===== src/rtl/i2cs_pkg.sv =====
// Shared definitions for the I2C slave controller.
// Assumes: bytes are 8 bits wide and addresses are 7 bits wide.
package i2cs_pkg;

    localparam int BYTE_W = 8;
    localparam int ADDR_W = 7;

    // Mode register layout; the bit positions are visible to software.
    typedef struct packed {
        logic [1:0] rsvd;   // always zero
        logic       revd;   // 1: lsb first on the wire
        logic       gcd;    // 1: ignore the general call
        logic       flt;    // 1: filter SCL
        logic [1:0] pdiv;   // stored prescaler field
        logic       en;     // block enable
    } mode_t;

    typedef enum logic [3:0] {
        ST_IDLE,
        ST_ADDR,
        ST_AACK_W,
        ST_AACK,
        ST_RX,
        ST_RACK_W,
        ST_RACK,
        ST_TX,
        ST_TACK,
        ST_WAIT
    } slv_st_e;

endpackage


===== src/rtl/i2cs_line_cond.sv =====
// Line conditioning: synchronizes SCL and SDA to clk. It also builds a
// consecutive-equal filter on SCL and picks the filtered or raw SCL.
// Assumes: SYNC_STAGES >= 2 and FILT_LEN >= 2. Idle lines are high.
module i2cs_line_cond #(
    parameter int SYNC_STAGES = 2,
    parameter int FILT_LEN    = 3
) (
    input  logic clk,
    input  logic rst_n,
    input  logic flt_en,
    input  logic scl_raw,
    input  logic sda_raw,
    output logic scl_o,
    output logic sda_o
);
    localparam int SM = SYNC_STAGES - 1;

    logic [SYNC_STAGES-1:0] scl_sync;
    logic [SYNC_STAGES-1:0] sda_sync;
    logic [FILT_LEN-1:0]    win;
    logic                   filt;

    // Synchronizer chains; reset to the idle-high bus level.
    always_ff @(posedge clk) begin
        if (!rst_n) begin
            scl_sync <= '1;
            sda_sync <= '1;
        end else begin
            scl_sync <= {scl_sync[SYNC_STAGES-2:0], scl_raw};
            sda_sync <= {sda_sync[SYNC_STAGES-2:0], sda_raw};
        end
    end

    // Sample window of the synchronized SCL.
    always_ff @(posedge clk) begin
        if (!rst_n) win <= '1;
        else        win <= {win[FILT_LEN-2:0], scl_sync[SM]};
    end

    // Filtered SCL changes only once the whole window agrees.
    always_ff @(posedge clk) begin
        if (!rst_n)        filt <= 1'b1;
        else if (&win)     filt <= 1'b1;
        else if (~|win)    filt <= 1'b0;
    end

    assign scl_o = flt_en ? filt : scl_sync[SM];
    assign sda_o = sda_sync[SM];

    // a mixed window never moves the filtered level.
    a_r8_filter_holds: assert property (@(posedge clk) disable iff (!rst_n)
        ((|win) && !(&win)) |=> $stable(filt));

endmodule


===== src/rtl/i2cs_bus_events.sv =====
// Bus event detector: turns the conditioned SCL and SDA into one-cycle
// SCL edge, START and STOP pulses.
// Assumes: inputs are already synchronous to clk.
module i2cs_bus_events (
    input  logic clk,
    input  logic rst_n,
    input  logic scl_c,
    input  logic sda_c,
    output logic scl_rise,
    output logic scl_fall,
    output logic start_evt,
    output logic stop_evt,
    output logic sda_lvl
);
    logic scl_q;
    logic sda_q;

    // Previous-cycle line levels for edge detection.
    always_ff @(posedge clk) begin
        if (!rst_n) begin
            scl_q <= 1'b1;
            sda_q <= 1'b1;
        end else begin
            scl_q <= scl_c;
            sda_q <= sda_c;
        end
    end

    // Edge and condition decode.
    always_comb begin
        scl_rise  = scl_c && !scl_q;
        scl_fall  = !scl_c && scl_q;
        start_evt = scl_c && scl_q && sda_q && !sda_c;
        stop_evt  = scl_c && scl_q && !sda_q && sda_c;
        sda_lvl   = sda_c;
    end

endmodule


===== src/rtl/i2cs_slave_fsm.sv =====
// Slave protocol engine: address match, acknowledge, data receive and
// data transmit, stepped by the SCL edge and START/STOP pulses.
// Assumes: BITS == AW + 1. The address byte always travels msb first.
module i2cs_slave_fsm
    import i2cs_pkg::*;
#(
    parameter int BITS = 8,
    parameter int AW   = 7
) (
    input  logic            clk,
    input  logic            rst_n,
    input  logic            en,
    input  logic            revd,
    input  logic            gcd,
    input  logic [AW-1:0]   own_addr,
    input  logic [BITS-1:0] tx_byte,
    input  logic            scl_rise,
    input  logic            scl_fall,
    input  logic            start_evt,
    input  logic            stop_evt,
    input  logic            sda_in,
    output logic            sda_oe,
    output logic [BITS-1:0] rx_byte,
    output logic            rx_strobe
);
    localparam int            CW   = $clog2(BITS);
    localparam logic [CW-1:0] LAST = CW'(BITS - 1);

    slv_st_e         st;
    logic [BITS-1:0] sh;
    logic [BITS-1:0] txsh;
    logic [CW-1:0]   cnt;
    logic            rw;
    logic            mack;

    logic [BITS-1:0] sh_msb;
    logic [BITS-1:0] sh_lsb;
    logic [AW-1:0]   addr_nx;
    logic            rw_nx;
    logic            hit;
    logic [CW-1:0]   bit_idx;

    // Next shift values and the address compare.
    always_comb begin
        sh_msb  = {sh[BITS-2:0], sda_in};
        sh_lsb  = {sda_in, sh[BITS-1:1]};
        addr_nx = sh_msb[BITS-1:1];
        rw_nx   = sh_msb[0];
        hit     = (addr_nx == own_addr) ||
                  ((addr_nx == '0) && !rw_nx && !gcd);
        bit_idx = revd ? cnt : (LAST - cnt);
    end

    // Protocol state, shift registers and bit counter.
    always_ff @(posedge clk) begin
        if (!rst_n) begin
            st        <= ST_IDLE;
            sh        <= '0;
            txsh      <= '0;
            cnt       <= '0;
            rw        <= 1'b0;
            mack      <= 1'b0;
            rx_byte   <= '0;
            rx_strobe <= 1'b0;
        end else begin
            rx_strobe <= 1'b0;
            if (!en) begin
                st  <= ST_IDLE;
                cnt <= '0;
            end else if (start_evt) begin
                st  <= ST_ADDR;
                cnt <= '0;
            end else if (stop_evt) begin
                st  <= ST_IDLE;
                cnt <= '0;
            end else begin
                case (st)
                    ST_ADDR: if (scl_rise) begin
                        sh  <= sh_msb;
                        cnt <= cnt + 1'b1;
                        if (cnt == LAST) begin
                            cnt <= '0;
                            rw  <= rw_nx;
                            st  <= hit ? ST_AACK_W : ST_WAIT;
                        end
                    end
                    ST_AACK_W: if (scl_fall) st <= ST_AACK;
                    ST_AACK: if (scl_fall) begin
                        cnt <= '0;
                        if (rw) begin
                            txsh <= tx_byte;
                            st   <= ST_TX;
                        end else begin
                            st <= ST_RX;
                        end
                    end
                    ST_RX: if (scl_rise) begin
                        sh  <= revd ? sh_lsb : sh_msb;
                        cnt <= cnt + 1'b1;
                        if (cnt == LAST) begin
                            cnt       <= '0;
                            rx_byte   <= revd ? sh_lsb : sh_msb;
                            rx_strobe <= 1'b1;
                            st        <= ST_RACK_W;
                        end
                    end
                    ST_RACK_W: if (scl_fall) st <= ST_RACK;
                    ST_RACK: if (scl_fall) begin
                        cnt <= '0;
                        st  <= ST_RX;
                    end
                    ST_TX: if (scl_fall) begin
                        cnt <= cnt + 1'b1;
                        if (cnt == LAST) begin
                            cnt <= '0;
                            st  <= ST_TACK;
                        end
                    end
                    ST_TACK: begin
                        if (scl_rise) mack <= !sda_in;
                        if (scl_fall) begin
                            cnt <= '0;
                            if (mack) begin
                                txsh <= tx_byte;
                                st   <= ST_TX;
                            end else begin
                                st <= ST_WAIT;
                            end
                        end
                    end
                    default: ;
                endcase
            end
        end
    end

    // SDA pull-down: acknowledge windows and transmit zeros.
    always_comb begin
        sda_oe = 1'b0;
        if (en) begin
            case (st)
                ST_AACK, ST_RACK: sda_oe = 1'b1;
                ST_TX:            sda_oe = !txsh[bit_idx];
                default:          sda_oe = 1'b0;
            endcase
        end
    end

    // START always opens a fresh address phase.
    a_r2_start_to_addr: assert property (@(posedge clk) disable iff (!rst_n)
        (en && start_evt) |=> (st == ST_ADDR));

    // a byte strobe only leaves the receive state.
    a_r5_strobe_from_rx: assert property (@(posedge clk) disable iff (!rst_n)
        rx_strobe |-> ($past(st) == ST_RX));

    // a disabled block parks in idle.
    a_r9_idle_when_off: assert property (@(posedge clk) disable iff (!rst_n)
        !en |=> (st == ST_IDLE));

endmodule


===== src/rtl/i2c_slave_ctrl.sv =====
// Top of the I2C slave controller. It holds the configuration registers,
// the receive holding register and the sticky event, and wires the
// conditioning, event and protocol stages together.
// Assumes: SCL/SDA inputs are the wired-AND bus levels.
module i2c_slave_ctrl
    import i2cs_pkg::*;
#(
    parameter int SYNC_STAGES = 2,
    parameter int FILT_LEN    = 3
) (
    input  logic              clk,
    input  logic              rst_n,
    input  logic              scl_i,
    input  logic              sda_i,
    output logic              sda_oe,
    input  logic              wr_en,
    input  logic [1:0]        wr_sel,
    input  logic [BYTE_W-1:0] wr_data,
    output logic [BYTE_W-1:0] mode_q,
    output logic [BYTE_W-1:0] rx_data,
    output logic              rx_event
);
    localparam logic [1:0] SEL_MODE = 2'd0;
    localparam logic [1:0] SEL_OWN  = 2'd1;
    localparam logic [1:0] SEL_TX   = 2'd2;
    localparam logic [1:0] SEL_CLR  = 2'd3;

    mode_t             mode_r;
    logic [ADDR_W-1:0] own_r;
    logic [BYTE_W-1:0] tx_r;
    logic              scl_c, sda_c;
    logic              scl_rise, scl_fall, start_evt, stop_evt, sda_lvl;
    logic [BYTE_W-1:0] rx_byte;
    logic              rx_strobe;
    logic              clr_req;

    assign clr_req = wr_en && (wr_sel == SEL_CLR) && wr_data[0];

    // Configuration register writes.
    always_ff @(posedge clk) begin
        if (!rst_n) begin
            mode_r <= '0;
            own_r  <= '0;
            tx_r   <= '0;
        end else if (wr_en) begin
            case (wr_sel)
                SEL_MODE: mode_r <= mode_t'({2'b00, wr_data[5:0]});
                SEL_OWN:  own_r  <= wr_data[ADDR_W-1:0];
                SEL_TX:   tx_r   <= wr_data;
                default:  ;
            endcase
        end
    end

    // Receive holding register and sticky event; a new byte wins over clear.
    always_ff @(posedge clk) begin
        if (!rst_n) begin
            rx_data  <= '0;
            rx_event <= 1'b0;
        end else begin
            if (rx_strobe) rx_data <= rx_byte;
            if (rx_strobe)    rx_event <= 1'b1;
            else if (clr_req) rx_event <= 1'b0;
        end
    end

    assign mode_q = mode_r;

    i2cs_line_cond #(
        .SYNC_STAGES(SYNC_STAGES),
        .FILT_LEN   (FILT_LEN)
    ) cond_i (
        .clk    (clk),
        .rst_n  (rst_n),
        .flt_en (mode_r.flt),
        .scl_raw(scl_i),
        .sda_raw(sda_i),
        .scl_o  (scl_c),
        .sda_o  (sda_c)
    );

    i2cs_bus_events evt_i (
        .clk      (clk),
        .rst_n    (rst_n),
        .scl_c    (scl_c),
        .sda_c    (sda_c),
        .scl_rise (scl_rise),
        .scl_fall (scl_fall),
        .start_evt(start_evt),
        .stop_evt (stop_evt),
        .sda_lvl  (sda_lvl)
    );

    i2cs_slave_fsm #(
        .BITS(BYTE_W),
        .AW  (ADDR_W)
    ) fsm_i (
        .clk      (clk),
        .rst_n    (rst_n),
        .en       (mode_r.en),
        .revd     (mode_r.revd),
        .gcd      (mode_r.gcd),
        .own_addr (own_r),
        .tx_byte  (tx_r),
        .scl_rise (scl_rise),
        .scl_fall (scl_fall),
        .start_evt(start_evt),
        .stop_evt (stop_evt),
        .sda_in   (sda_lvl),
        .sda_oe   (sda_oe),
        .rx_byte  (rx_byte),
        .rx_strobe(rx_strobe)
    );

    // the event flag only drops on an explicit clear.
    a_r10_event_sticky: assert property (@(posedge clk) disable iff (!rst_n)
        (rx_event && !clr_req) |=> rx_event);

    // after STOP the data line is released.
    a_r2_stop_releases: assert property (@(posedge clk) disable iff (!rst_n)
        stop_evt |=> !sda_oe);

endmodule


===== config.mk =====
export PLATFORM = sky130hd
export DESIGN_NAME = i2c_slave_ctrl
export DESIGN_NICKNAME = d
export VERILOG_FILES = /design/src/rtl/i2cs_pkg.sv /design/src/rtl/i2cs_line_cond.sv /design/src/rtl/i2cs_bus_events.sv /design/src/rtl/i2cs_slave_fsm.sv /design/src/rtl/i2c_slave_ctrl.sv
export SDC_FILE = /design/constraint.sdc
export NUM_CORES = 1
export LEC_CHECK = 0
export BUFFER_PORTS_ARGS = -buffer_cell sky130_fd_sc_hd__buf_2
export CAP_MARGIN = 20
export CELL_PAD_IN_SITES_DETAIL_PLACEMENT = 1
export CELL_PAD_IN_SITES_GLOBAL_PLACEMENT = 2
export CORE_UTILIZATION = 37
export CTS_CLUSTER_SIZE = 14
export DETAILED_ROUTE_END_ITERATION = 8
export PLACE_DENSITY_LB_ADDON = 0.1
export SKIP_LAST_GASP = 1
export SLEW_MARGIN = 20
export SYNTH_ARGS = -nofsm -noshare
export SYNTH_HDL_FRONTEND = slang
export SYNTH_HIERARCHICAL = 1
export SYNTH_SLANG_ARGS = --single-unit

===== constraint.sdc =====
create_clock -name clk -period 3.1 [get_ports clk]
set_input_delay 0.155 -clock clk [delete_from_list [all_inputs] [get_ports clk]]
set_output_delay 0.155 -clock clk [all_outputs]
set_load 0.01 [all_outputs]

* Yosys cells after proc, flatten, opt, wreduce, memory -nomap -nowiden
Index checks and enable logic that the tools add are counted.
Cells by class: add/subtract/negate cells 2, order comparisons 1, eq/ne operators 39, multiplexer cells 40, bitwise logic cells 6, reduce and logical (&&, ||, !) cells 46
Operators with widths (count):
- two-way mux 8 bit | 7
- two-way mux 4 bit | 13
- inequality test 4 bit, second input constant | 8
- case mux 4 bit (8 select lines) | 1
- case mux 8 bit (2 select lines) | 2
- AND reduction 12 bit | 2
- AND reduction 6 bit | 3
- == test 4 x 3 -> 1 bit, second input constant | 4
- inequality test 2 bit, second input constant | 8
- two-way mux 3 bit | 5
- inequality test 2 x 1 -> 1 bit, second input constant | 7
- inequality test 4 x 3 -> 1 bit, second input constant | 3
- logical AND 1 bit | 11
- nonzero test 10 bit | 1
- case mux 3 bit (3 select lines) | 1
- == test 4 x 2 -> 1 bit, second input constant | 2
- two-way mux 1 bit | 8
- AND reduction 2 bit | 4
- AND reduction 8 bit | 1
- nonzero test 8 bit | 1
- == test 7 bit | 1
- logical NOT 7 bit | 1
- logical NOT 1 bit | 6
- inverter 1 bit | 6
- other kinds (22) | 28
Word-level totals: register bits 74, bits of input ports 15, output and inout bits 18, word-level logic and storage cells 158

* Longest topological paths before layout
depth after elaboration 10, mapped depth 9, gate-level depth less buffers 8

* By module
The synthesis kept the hierarchy.
Modules (own cells, without submodules):
- i2cs_slave_fsm | instances 1, cells an instance 242, area an instance 2108.3 um^2, sequential area each 680.7 um^2
- i2c_slave_ctrl | instances 1, cells an instance 112, area an instance 1163.6 um^2, sequential area each 600.6 um^2
- i2cs_line_cond | instances 1, cells an instance 19, area an instance 237.7 um^2, sequential area each 160.2 um^2
- i2cs_bus_events | instances 1, cells an instance 9, area an instance 92.6 um^2, sequential area each 40.0 um^2

* Least setup slack after synthesis
OpenSTA, ideal clock, no wires.
kind register to register, from register mode_r, in the netlist mode_q[3], to register fsm_i.sh[5], library setup time 0.116 ns, arrival 2.438 ns, required time 2.984 ns, path slack 0.545 ns, stages on the path, launching flop included 9, buffers on the path 1, clock period less this slack 2.555 ns, path through dfxtp_1 > mux2_2 > and4b_1 > nor3b_1 > nand2_1 > nor4_2 > clkbuf_1 > nand2_1 > o211a_1
On the way: cells in the longest elaborated chain, start to end 6, elaborated cells on any way between the ends 12, classes of those cells 2 x eq/ne; 1 x mux; 2 x bitwise; 7 x reduce/logical
Ends and longest elaborated chain:
- start: declaration | RTL line i2c_slave_ctrl.sv:28 | mode_t mode_r;
- start signal: assignment | RTL line i2c_slave_ctrl.sv:47 | SEL_MODE: mode_r <= mode_t'({2'b00, wr_data[5:0]});
- two-way mux 1 bit | RTL line i2cs_line_cond.sv:47 | assign scl_o = flt_en ? filt : scl_sync[SM];
- net scl_c | RTL line i2c_slave_ctrl.sv:31 | logic scl_c, sda_c;
- logical AND 1 bit (3 in series) | RTL line i2cs_bus_events.sv:34 | stop_evt = scl_c && scl_q && !sda_q && sda_c;
- net stop_evt | RTL line i2c_slave_ctrl.sv:32 | logic scl_rise, scl_fall, start_evt, stop_evt, sda_lvl;
- inverter 1 bit (no source line)
- AND reduction 6 bit (no source line)
- end signal: assignment | RTL line i2cs_slave_fsm.sv:79 | sh <= sh_msb;
- end signal: assignment | RTL line i2cs_slave_fsm.sv:98 | sh <= revd ? sh_lsb : sh_msb;
- end: declaration | RTL line i2cs_slave_fsm.sv:30 | logic [BITS-1:0] sh;
The timed path passes the listed nets, and every way through them passes these cells. A chain may end at the register's enable or synchronous reset.

* Worst setup path in the final report
from register mode_r, in the netlist mode_q[3], to register fsm_i.cnt[0]
On the way: cells in the longest elaborated chain, start to end 5, elaborated cells on any way between the ends 14, classes of those cells 3 x eq/ne; 1 x mux; 10 x reduce/logical
Ends and longest elaborated chain:
- two-way mux 1 bit * | RTL line i2cs_line_cond.sv:47
- net scl_c | RTL line i2c_slave_ctrl.sv:31
- logical NOT 1 bit * | RTL line i2cs_bus_events.sv:32 | scl_fall = !scl_c && scl_q;
- logical AND 1 bit * | RTL line i2cs_bus_events.sv:32
- net scl_fall | RTL line i2c_slave_ctrl.sv:32
- inequality test 2 x 1 -> 1 bit (no source line) / inequality test 2 bit (equally long branches)
- AND reduction 4 bit (no source line) *
- end signal: assignment | RTL line i2cs_slave_fsm.sv:80 | cnt <= cnt + 1'b1;
- end signal: assignment | RTL line i2cs_slave_fsm.sv:99 | cnt <= cnt + 1'b1;
- end signal: assignment | RTL line i2cs_slave_fsm.sv:113 | cnt <= cnt + 1'b1;
- end: declaration | RTL line i2cs_slave_fsm.sv:32 | logic [CW-1:0] cnt;
Mark *: on every way through the listed nets, which the timed path passes. The rest lies on a longest branch.

==> metrics.md <==
| Metric | Value |
|---|---|
| TritonCTS clock tree | `yes` |
| DR vias | `between 2000 and 3000` |
| Initial antenna violation count | `0` |
| Post-synth EDFFs | `0` |
| Crit-path slowest cell | `or4b_1` |
| Main flop type after synthesis | `dfxtp_1` |
| Cell area after synthesis | `between 0.003 and 0.004 mm²` |
| Post-DP HPWL | `roughly 6000 µm` |
| Antenna Cells | `0` |
| CP Data Required Time | `3380 ps` |
| Die height | `just over 100 µm` |
| Tcrit/Tclk final | `between 80% and 90%` |
| CP Capture Point | `fsm_i/cnt[0]$_SDFFE_PP0P_` |
| Relative slew slack | `54.7%` |
| Clock buffer depth | `2` |
| Sequential fraction of the synthesis area | `41.1%` |
| Reg-to-Reg End | `fsm_i/cnt[0]$_SDFFE_PP0P_` |
| GR Overflow Total | `0` |
| CTS sink cnt | `74` |
| H-Tree Depth | `3` |
| Skew-Pair Late Insertion Delay | `350 ps` |
| Most instantiated cells after synthesis | `74 x dfxtp_1, 60 x nand2_1, 59 x mux2i_1, 25 x nor2b_1, 17 x o211a_1` |
| Final wirelength | `~8500 µm` |
| CTS buffer count | `9` |
| DRT Pass-1 Iters | `4` |
| Mapped Cells | `382` |
| Critical Path Stages | `8` |
| Hold Vio Cnt, Final | `0` |
| Critical Path Source Type | `flip-flop` |
| Final clock skew | `14.4 ps` |
| Syn avg cell area | `9.43 µm²` |
| Max-slew violations | `0` |
| R2r startpoint | `mode_q[3]$_SDFFE_PN0P_` |
| Reg area | `0.00148 mm²` |
| Total core area | `0.00933 mm²` |
| DRC violations left | `0` |
| DR iter-0 viols | `83` |
| Crit path max-delay family | `simple AND/OR/NAND/NOR gates` |
| Final setup fails | `0` |
| CP Data Arrival Time | `roughly 2900 ps` |
| Main area contributors after synthesis | `dfxtp_1 41%, mux2i_1 16%, nand2_1 6.3%` |
| Total negative slack | `0 ps` |
| Placed cell count | `between 500 and 600` |
| First-pass GRT wire length | `approximately 14000 µm` |
| Fillers | `1095` |
| Crit path from | `mode_q[3]$_SDFFE_PN0P_` |
| Std cell rows | `35` |
| Crit path cell chain | `mux2_2 -> nor2b_1 -> nand2b_1 -> o21ai_0 -> nor4_1 -> nor2_1 -> or4b_1 -> a21oi_1` |
| Post-CTS resize count | `0` |
| Leak | `1.79 nW` |
| GRT Util Overall | `18.6%` |
| Routed Antenna Nets | `0` |
| Total I/O pin count | `33` |
| Multi-input gate area | `a little under 0.002 mm²` |
| Buffers on Ports | `30` |
| Yosys cell types | `51` |
| Routability cong. | `0.733` |
| Layout Cells excl Fill | `534` |
| WL/cell | `about 16 µm` |
| Status | `complete, no violations` |
| Maxcap violations | `0` |
| Critical path class | `flip-flop to flip-flop` |
| Seq cells post-synth | `74` |
| Top cell type's share of synthesized area | `between 40% and 50%` |
| Initial Util | `38.6%` |
| Post-synth ARST share | `0%` |
| Slew @ Worst Pin | `about 680 ps` |
| Crit path largest cell delay | `slightly below 500 ps` |
| Min Tclk post-route | `2580 ps` |
| Count leader, synth | `dfxtp_1` |
| Cell accounting for the most synthesized area | `dfxtp_1` |
| CTS root buf | `clkbuf_8` |
| Worst min path class | `input port to flip-flop` |
| Buf/Inv on CP | `0` |
| FF-to-FF setup slack | `520 ps` |
| Full die area | `0.0101 mm²` |
| Vias in the first global route | `2714` |
| CP max FO | `5` |
| Fraction of layout cells with a size suffix above 1 | `15.3%` |
| Power density over cell area | `439 mW/mm²` |
| Area added between synthesis and finish | `10.9%` |
| Nets | `about 420` |
| Setup crit end kind | `flip-flop` |
| Routed vias/inst | `~5.1` |
| Clock-pin slew on the worst setup and hold paths | `90 ps` |
| Peak VDD IR | `0.000174 V` |
| Reg2Reg Depth | `8` |
| Die span in x | `101 µm` |
| Unrepaired setup endpoints after global routing | `no` |
| Ys Warns | `6` |
| Largest net degree at the start of global routing | `51` |
| Max frequency | `388 MHz` |
## worst min path at each step
stage | startpoint | to | slack (ps) | depth (start not counted)
after floorplan | rst_n | cond_i/win[0]$_SDFF_PN1_ | 230 | 1
after global placement | scl_i | cond_i/scl_sync[0]$_SDFF_PN1_ | 340 | 2
after detailed placement | scl_i | cond_i/scl_sync[0]$_SDFF_PN1_ | 340 | 2
after CTS | wr_data[7] | tx_r[7]$_SDFFE_PN0P_ | 30 | 3
after global routing | wr_data[7] | tx_r[7]$_SDFFE_PN0P_ | 60 | 3
final | wr_data[7] | tx_r[7]$_SDFFE_PN0P_ | 40 | 3
## cell families after synthesis
family                     synth area share, %
AOI/OAI and AO/OA                         13.0
xor gates and xnor gates                  2.19
adders and majority gates                0.695
buffers and inverters                     5.63
DFF                                       41.1
muxes                                     17.3
other                                    0.104
and+or+nand+nor                           20.0
## cells in the final DEF, fill, tap and decap left out, drive strengths merged, types with 2 or more instances in the layout
| master | count |
|---|---|
| dfxtp | 74 |
| nand2 | 60 |
| mux2i | 59 |
| buf | 38 |
| nor2b | 25 |
| o211a | 17 |
| a21oi | 11 |
| clkbuf | 11 |
| nand2b | 10 |
| nor2 | 9 |
| o21ai | 9 |
| xnor2 | 8 |
| nor3 | 7 |
| inv | 7 |
| and4b | 4 |
| o211ai | 4 |
| nor4 | 4 |
| mux2 | 3 |
| nor3b | 3 |
| nand3b | 2 |
| conb | 2 |
| clkinvlp | 2 |
| o21a | 2 |
| a211oi | 2 |
| a221oi | 2 |
| a211o | 2 |
| nand3 | 2 |
| nand4 | 2 |
| a31oi | 2 |
| or3 | 2 |
| ha | 2 |
| dlygate4sd3 | 2 |
| clkinv | 2 |
## power by group
group	internal (W)	switching [W]
registers	0.000963	0.0000113
clock network	0.000316	0.000375
logic	0.0000390	0.0000512
## area by class of cell
| class | instances | share of cell area, % |
|---|---|---|
| Sequential cell | 74 | 37.1 |
| Clock buffer | 11 | 3.54 |
| Timing Repair Buffer | 40 | 5.76 |
| Tap cell | 129 | 4.04 |
| Multi-Input combinational cell | 269 | 48.1 |
| Inverter | 6 | 0.564 |
| Clock inverter | 5 | 0.939 |
## state kept, by name, indices dropped and copies added, names as in the netlist, 2 cells and up
register         cells
fsm_i/st             4
rx_data              8
fsm_i/txsh           8
cond_i/sda_sync      2
own_r                7
fsm_i/rx_byte        8
fsm_i/cnt            3
cond_i/win           3
mode_q               6
cond_i/scl_sync      2
tx_r                 8
fsm_i/sh             8
## worst min-delay path, cell delays in order
cell and delay, ps:
buf_2 100, nand2_1 50, mux2i_1 50
## repair_timing
action / 4_1_cts / 5_1_grt
endpoints found under the hold margin: 2 / 0
setup buffers: 0 / 0
hold buffers: 2 / 0
## through the flow
step                power [W]  utilization (%)  instance area, µm²  hold slack (ps)  worst slack (ps)
floorplan             0.00105                -                3610              228               545
global placement      0.00109             40.7                3800              341               600
detailed placement    0.00109             40.7                3800              341               540
CTS                   0.00178             42.8                4000             31.5               504
global route          0.00184             42.8                4000             55.5               293
finish                0.00176             42.8                4000             44.6               520
## metal layers
| metal | wire length, µm | vias to the layer above | global-route usage [%] |
|---|---|---|---|
| met5 | 0 | - | 0 |
| met4 | 100 | 0 | 6.02 |
| met3 | 160 | 9 | 3.12 |
| met2 | 3740 | 27 | 28.1 |
| met1 | 4520 | 1306 | 26.7 |
| li1 | - | 1362 | - |
No activity file was read; power rests on OpenSTA's default activity.
